File: src/rtl/exctl_pkg.sv
package exctl_pkg;
  localparam int unsigned WORD_W = 32;
  localparam int unsigned REG_W  = 5;
  localparam int unsigned OP_W   = 6;
  localparam int unsigned SEL_W  = 2;
  localparam logic [REG_W-1:0] LINK_REG = 5'd31;

  localparam logic [OP_W-1:0] OP_RTYPE = 6'h00;
  localparam logic [OP_W-1:0] OP_J     = 6'h02;
  localparam logic [OP_W-1:0] OP_JAL   = 6'h03;
  localparam logic [OP_W-1:0] OP_ADDI  = 6'h08;
  localparam logic [OP_W-1:0] OP_SLTI  = 6'h0A;
  localparam logic [OP_W-1:0] OP_ANDI  = 6'h0C;
  localparam logic [OP_W-1:0] OP_ORI   = 6'h0D;
  localparam logic [OP_W-1:0] OP_XORI  = 6'h0E;
  localparam logic [OP_W-1:0] OP_JALR  = 6'h13;
  localparam logic [OP_W-1:0] OP_LOAD  = 6'h23;

  localparam logic [OP_W-1:0] FN_SLL = 6'h04;
  localparam logic [OP_W-1:0] FN_SRL = 6'h06;
  localparam logic [OP_W-1:0] FN_SRA = 6'h07;
  localparam logic [OP_W-1:0] FN_ADD = 6'h20;
  localparam logic [OP_W-1:0] FN_AND = 6'h24;
  localparam logic [OP_W-1:0] FN_OR  = 6'h25;
  localparam logic [OP_W-1:0] FN_XOR = 6'h26;
  localparam logic [OP_W-1:0] FN_SLT = 6'h2A;

  // forwarding codes shared by the source and comparator muxes
  localparam logic [SEL_W-1:0] FWD_WB  = 2'd0;
  localparam logic [SEL_W-1:0] FWD_RF  = 2'd1;
  localparam logic [SEL_W-1:0] FWD_MEM = 2'd2;
  localparam logic [SEL_W-1:0] SRC_PC  = 2'd3;
  localparam logic [SEL_W-1:0] TGT_IMM = 2'd2;
  localparam logic [SEL_W-1:0] TGT_MEM = 2'd3;

  typedef enum logic [SEL_W-1:0] {
    DST_RT = 2'd0, DST_RD = 2'd1, DST_LINK = 2'd2, DST_HOLD = 2'd3
  } destSel_e;

  typedef struct packed {
    logic [OP_W-1:0] aluOp;
    logic            useShifter;
    logic            srcFromPc;
    logic            tgtFromImm;
    destSel_e        destSel;
    logic            isSet;
  } exCtl_t;

  function automatic logic writesRt(input logic [OP_W-1:0] op);
    return op inside {OP_ADDI, OP_SLTI, OP_ANDI, OP_ORI, OP_XORI, OP_LOAD};
  endfunction

  // register a producer writes, 0 when none (or a load, if excluded)
  function automatic logic [REG_W-1:0] producerDest(input logic [WORD_W-1:0] ins,
                                                    input logic allowLoad);
    logic [OP_W-1:0] op;
    op = ins[31:26];
    if (op == OP_RTYPE)                 return ins[15:11];
    if (op == OP_JAL || op == OP_JALR)  return LINK_REG;
    if (op == OP_LOAD && !allowLoad)    return '0;
    if (writesRt(op))                   return ins[20:16];
    return '0;
  endfunction
endpackage

File: src/rtl/exctl_decode.sv
module exctl_decode
  import exctl_pkg::*;
(
  input  logic [WORD_W-1:0] instrEx,
  output exCtl_t            ctl
);
  logic [OP_W-1:0] opcode;
  logic [OP_W-1:0] funct;

  assign opcode = instrEx[31:26];
  assign funct  = instrEx[5:0];

  always_comb begin
    ctl            = '0;
    ctl.aluOp      = FN_ADD;
    ctl.tgtFromImm = 1'b1;
    ctl.destSel    = DST_HOLD;
    case (opcode)
      OP_RTYPE: begin
        ctl.aluOp      = funct;
        ctl.tgtFromImm = 1'b0;
        ctl.destSel    = DST_RD;
        ctl.useShifter = funct inside {FN_SLL, FN_SRL, FN_SRA};
        ctl.isSet      = (funct == FN_SLT);
      end
      OP_ADDI: ctl.destSel = DST_RT;
      OP_ANDI: begin ctl.aluOp = FN_AND; ctl.destSel = DST_RT; end
      OP_ORI:  begin ctl.aluOp = FN_OR;  ctl.destSel = DST_RT; end
      OP_XORI: begin ctl.aluOp = FN_XOR; ctl.destSel = DST_RT; end
      OP_SLTI: begin ctl.aluOp = FN_SLT; ctl.destSel = DST_RT; ctl.isSet = 1'b1; end
      OP_LOAD: ctl.destSel = DST_RT;
      OP_J:    ctl.srcFromPc = 1'b1;
      OP_JAL, OP_JALR: begin
        ctl.srcFromPc = 1'b1;
        ctl.destSel   = DST_LINK;
      end
      default: ;
    endcase
  end
endmodule

File: src/rtl/exctl_forward.sv
module exctl_forward
  import exctl_pkg::*;
(
  input  logic              clk,
  input  logic              rstN,
  input  exCtl_t            ctl,
  input  logic [WORD_W-1:0] instrEx,
  input  logic [WORD_W-1:0] instrMem,
  input  logic [WORD_W-1:0] instrWb,
  input  logic [REG_W-1:0]  shiftAmt,
  output logic [REG_W-1:0]  shiftOut,
  output logic [SEL_W-1:0]  srcSel,
  output logic [SEL_W-1:0]  tgtSel,
  output logic [REG_W-1:0]  destSpec,
  output logic [SEL_W-1:0]  cmpASel,
  output logic [SEL_W-1:0]  cmpBSel,
  output logic [SEL_W-1:0]  cmpResSel
);
  localparam int unsigned N_OPND = 2;

  logic [REG_W-1:0] memDest, wbDest, heldDest, resolved;
  logic [REG_W-1:0] opndReg [N_OPND];
  logic [SEL_W-1:0] opndFwd [N_OPND];

  assign memDest    = producerDest(instrMem, 1'b0);
  assign wbDest     = producerDest(instrWb, 1'b1);
  assign opndReg[0] = instrEx[25:21];
  assign opndReg[1] = instrEx[20:16];

  for (genvar i = 0; i < N_OPND; i++) begin : g_fwd
    always_comb begin
      if (opndReg[i] != '0 && opndReg[i] == memDest)     opndFwd[i] = FWD_MEM;
      else if (opndReg[i] != '0 && opndReg[i] == wbDest) opndFwd[i] = FWD_WB;
      else                                               opndFwd[i] = FWD_RF;
    end
  end

  assign srcSel    = ctl.srcFromPc  ? SRC_PC  : opndFwd[0];
  assign tgtSel    = ctl.tgtFromImm ? TGT_IMM :
                     (opndFwd[1] == FWD_MEM ? TGT_MEM : opndFwd[1]);
  assign cmpASel   = opndFwd[0];
  assign cmpBSel   = opndFwd[1];
  assign cmpResSel = ctl.isSet ? ctl.destSel : DST_HOLD;
  assign shiftOut  = ctl.useShifter ? shiftAmt : '0;

  always_comb begin
    case (ctl.destSel)
      DST_RT:   resolved = instrEx[20:16];
      DST_RD:   resolved = instrEx[15:11];
      DST_LINK: resolved = LINK_REG;
      default:  resolved = heldDest;
    endcase
  end
  assign destSpec = resolved;

  always_ff @(posedge clk or negedge rstN) begin
    if (!rstN)                       heldDest <= '0;
    else if (ctl.destSel != DST_HOLD) heldDest <= resolved;
  end
endmodule

File: src/rtl/exctl_top.sv
module exctl_top
  import exctl_pkg::*;
(
  input  logic        clk,
  input  logic        rstN,
  input  logic [31:0] instrEx,
  input  logic [31:0] instrMem,
  input  logic [31:0] instrWb,
  input  logic [4:0]  shiftAmt,
  output logic [5:0]  aluOp,
  output logic [4:0]  shiftOut,
  output logic        useShifter,
  output logic [1:0]  srcSel,
  output logic [1:0]  tgtSel,
  output logic [1:0]  destSel,
  output logic [4:0]  destSpec,
  output logic [1:0]  cmpASel,
  output logic [1:0]  cmpBSel,
  output logic [1:0]  cmpResSel
);
  exCtl_t ctl;

  exctl_decode u_dec (.instrEx(instrEx), .ctl(ctl));

  exctl_forward u_fwd (
    .clk(clk), .rstN(rstN), .ctl(ctl),
    .instrEx(instrEx), .instrMem(instrMem), .instrWb(instrWb),
    .shiftAmt(shiftAmt), .shiftOut(shiftOut),
    .srcSel(srcSel), .tgtSel(tgtSel), .destSpec(destSpec),
    .cmpASel(cmpASel), .cmpBSel(cmpBSel), .cmpResSel(cmpResSel)
  );

  assign aluOp      = ctl.aluOp;
  assign useShifter = ctl.useShifter;
  assign destSel    = ctl.destSel;
endmodule

File: config.mk
export PLATFORM = sky130hd
export DESIGN_NAME = exctl_top
export DESIGN_NICKNAME = d
export VERILOG_FILES = /design/src/rtl/exctl_pkg.sv /design/src/rtl/exctl_decode.sv /design/src/rtl/exctl_forward.sv /design/src/rtl/exctl_top.sv
export SDC_FILE = /design/constraint.sdc
export NUM_CORES = 1
export LEC_CHECK = 0
export CAP_MARGIN = 20
export CORE_ASPECT_RATIO = 1.75
export CORE_MARGIN = 2
export CORE_UTILIZATION = 35
export CTS_BUF_LIST = sky130_fd_sc_hd__clkbuf_4 sky130_fd_sc_hd__clkbuf_8 sky130_fd_sc_hd__clkbuf_16
export CTS_CLUSTER_SIZE = 20
export DETAILED_ROUTE_END_ITERATION = 6
export GPL_ROUTABILITY_DRIVEN = 1
export PLACE_DENSITY = 0.95
export SLEW_MARGIN = 20
export SYNTH_ARGS = -nofsm -noshare
export SYNTH_HDL_FRONTEND = slang
export SYNTH_HIERARCHICAL = 1
export SYNTH_SLANG_ARGS = --single-unit
File: constraint.sdc
create_clock -name clk -period 6.5 [get_ports clk]
set_input_delay 0.65 -clock clk [delete_from_list [all_inputs] [get_ports clk]]
set_output_delay 0.65 -clock clk [all_outputs]
set_load 0.01 [all_outputs]
==> impl_metrics.ini <==
[critical_path]
critPathCaptureType = primary output
cp-endpoint = srcSel[1]
worstSetupPathType = in -> out
startpoint = instrMem[29]
r2r_end = u_fwd/heldDest[4]
worst-path-max-fanout = 6
critPathLaunchType = input port
arrival_ns = 3.60
crit_required_ns = 5.85
r2r_slack_ns = 5.75
r2r_start = u_fwd/heldDest[4]
worst_r2r_path_depth = 2

[logic_synthesis]
syn_area_um2 = 1490
synthFlopType = dfrtp_1
postSynth.asyncResetShare = 1.00
avgSynthCellArea_um2 = 7.36
seq_area_frac_synth = 0.0842
yosys-top-cells-area = dfrtp_1 8.4%, a21oi_1 6.1%, nand2b_1 4.2%
synth.top_cell.area_share = 0.0842
synth_edf_count = 0
netlist.top_cell.by_area = dfrtp_1
synth_cells = 202
synth_cell_type_count = 60
syn_nets = 305
synth.yosys.warnings = 6
synth_seq_cells = 5

[routing]
drc = 0
avgRoutedWirePerCell_um = 14.7
drt_iter0_markers = 44
routed_via_density = 5.75
vias = 1956
drt_pass1_iterations = 4
postRouteAntennaNets = 0
routed_wl_um = 4990

[hold_path]
hold_class = reg -> reg

[global_route]
overflow = 0
grt_pass1_vias = 1905
grtUsageTotal = 0.208
grt_max_degree = 18
antenna_found_initial = 0
grt_pass1_wl_um = 7910

[power]
leakage_nw = 0.867
powerDensity_nw_per_um2 = 97.0
irDropWorstVdd_mv = 0.121

[outcome]
outcome = finished clean

[clock_network]
cts_tree = yes
cts_sinks = 5
cts_hold_buf = 0
clkTransAtPathRegs_ns = 0.03
cts_setup_buffers = 0
clock_path_buffers = 2
cts_root_buffer = clkbuf_8
clk_latency_ns = 0.22
cts_made_buffers = 3
cts-resized-gates = 0
h-tree-depth = 1

[sta]
skew_ns = 0
max_freq_mhz = 235
rsz0062_at_grt = false
relSlewSlack = 0.454
hold_viol = 0
maxSlewViolCount = 0
fin_crit_sh = 0.653
tightest_slew_ns = 0.798
period_minus_slack_ns = 4.25
setup_violations = 0
tns_ns = 0

[layout]
seq_area_um2 = 125
final_cell_mix = 94 x clkdlybuf4s50_1, 18 x a21oi_1, 12 x nand2_1
nets = 395
final_common_cell = clkdlybuf4s50_1
n_antenna_cell = 0
multi_input_area_um2 = 1260
largest_reg_flops = 5
area_growth_pct = 67.8
fin_util = 0.607
final.fill_count = 369
drive_above_1_share = 0.0790
largest-register = u_fwd/heldDest
top_regs = u_fwd/heldDest x5

[floorplanning]
start_util = 0.362
die_y_um = 90.2
die_area_um2 = 4800
rows = 31
coreArea_um2 = 4110
io_pins = 132
die_w_um = 53.3

[placed_design]
gp_congestion = 0.885
dp_hpwl_um = 4160
io_buffers = 94

[run]
maxCapViolCount = 0
-- metrics by stage --
step | total power, mW | instance area, um2 | instances | hold WS (ns) | setup slack, ns
floorplan | 0.101 | 1490 | 202 | 0.354 | 3.39
global placement | 0.176 | 2440 | 336 | 0.554 | 2.30
finish | 0.242 | 2490 | 340 | 0.565 | 2.25
detailed placement | 0.179 | 2440 | 336 | 0.566 | 2.29
global route | 0.258 | 2490 | 340 | 0.607 | 2.10
CTS | 0.244 | 2490 | 340 | 0.574 | 2.27
-- critical path, cell delays in order --
cell	delay [ns]
clkdlybuf4s50_1	0.56
nand2_1	0.09
a2111oi_1	0.70
o2111ai_1	0.17
mux2_2	0.33
a2111oi_4	0.39
or2_1	0.17
clkdlybuf4s50_1	0.53
-- cells in the mapped netlist (2+ instances only) --
cell       instances
buf_2              2
mux2i_1            6
nand3_1            3
xnor2_1            5
nand2_1           12
nor2_1            10
a2111oi_0          3
a21o_1             3
a211oi_1           6
and3_1             2
o221ai_1           2
nor4b_1            5
nor4_1             9
and2_1             7
nor3_1            11
inv_1             10
a2111o_1           3
o22ai_1            3
or3_1              4
a31oi_1            5
clkbuf_1           7
dfrtp_1            5
o2111ai_1          2
nand4b_1           2
xor2_1             6
a21oi_1           18
mux2_2             3
nand4_1            2
or2_1              4
buf_6              2
o32a_1             2
nand2b_1          10
-- power by group --
part           leakage, nW  switching, mW  internal [mW]  total, mW
Sequential          0.0523        0.00163         0.0380     0.0396
Combinational        0.788         0.0607         0.0787      0.139
Clock               0.0262         0.0164         0.0463     0.0628
-- layout make-up --
cell class | instances | area share
timing repair buffer | 96 | 0.383
multi-input combinational | 175 | 0.506
sequential | 5 | 0.0502
clock buffer | 4 | 0.0196
tap | 49 | 0.0246
inverter | 11 | 0.0166
-- worst min-delay path by stage --
stage / from / to / slack [ns] / cells after the start
after global routing: u_fwd/heldDest[1] / u_fwd/heldDest[1] / 0.61 / 2
after detailed placement: u_fwd/heldDest[2] / u_fwd/heldDest[2] / 0.57 / 2
after floorplan: rstN / u_fwd/heldDest[0] / 0.35 / 0
after global placement: u_fwd/heldDest[1] / u_fwd/heldDest[1] / 0.55 / 2
final: u_fwd/heldDest[2] / u_fwd/heldDest[2] / 0.56 / 2
after CTS: u_fwd/heldDest[2] / u_fwd/heldDest[2] / 0.57 / 2
-- routing by layer --
layer / wire [um] / GRT usage
met1: 1790 / 0.207
met3: 310 / 0.0233
met5: 0 / 0
met2: 2750 / 0.400
met4: 142 / 0.0855
-- cell families after synthesis --
logic type	count (synthesis)	share of synthesized area
XOR/XNOR	11	0.0648
multiplexers	9	0.0631
flip-flops	5	0.0842
AND/OR/NAND/NOR	93	0.390
AO/OA/AOI/OAI	62	0.331
buffers and inverters	22	0.0673
Note: power is estimated with default switching activity, not from simulation.
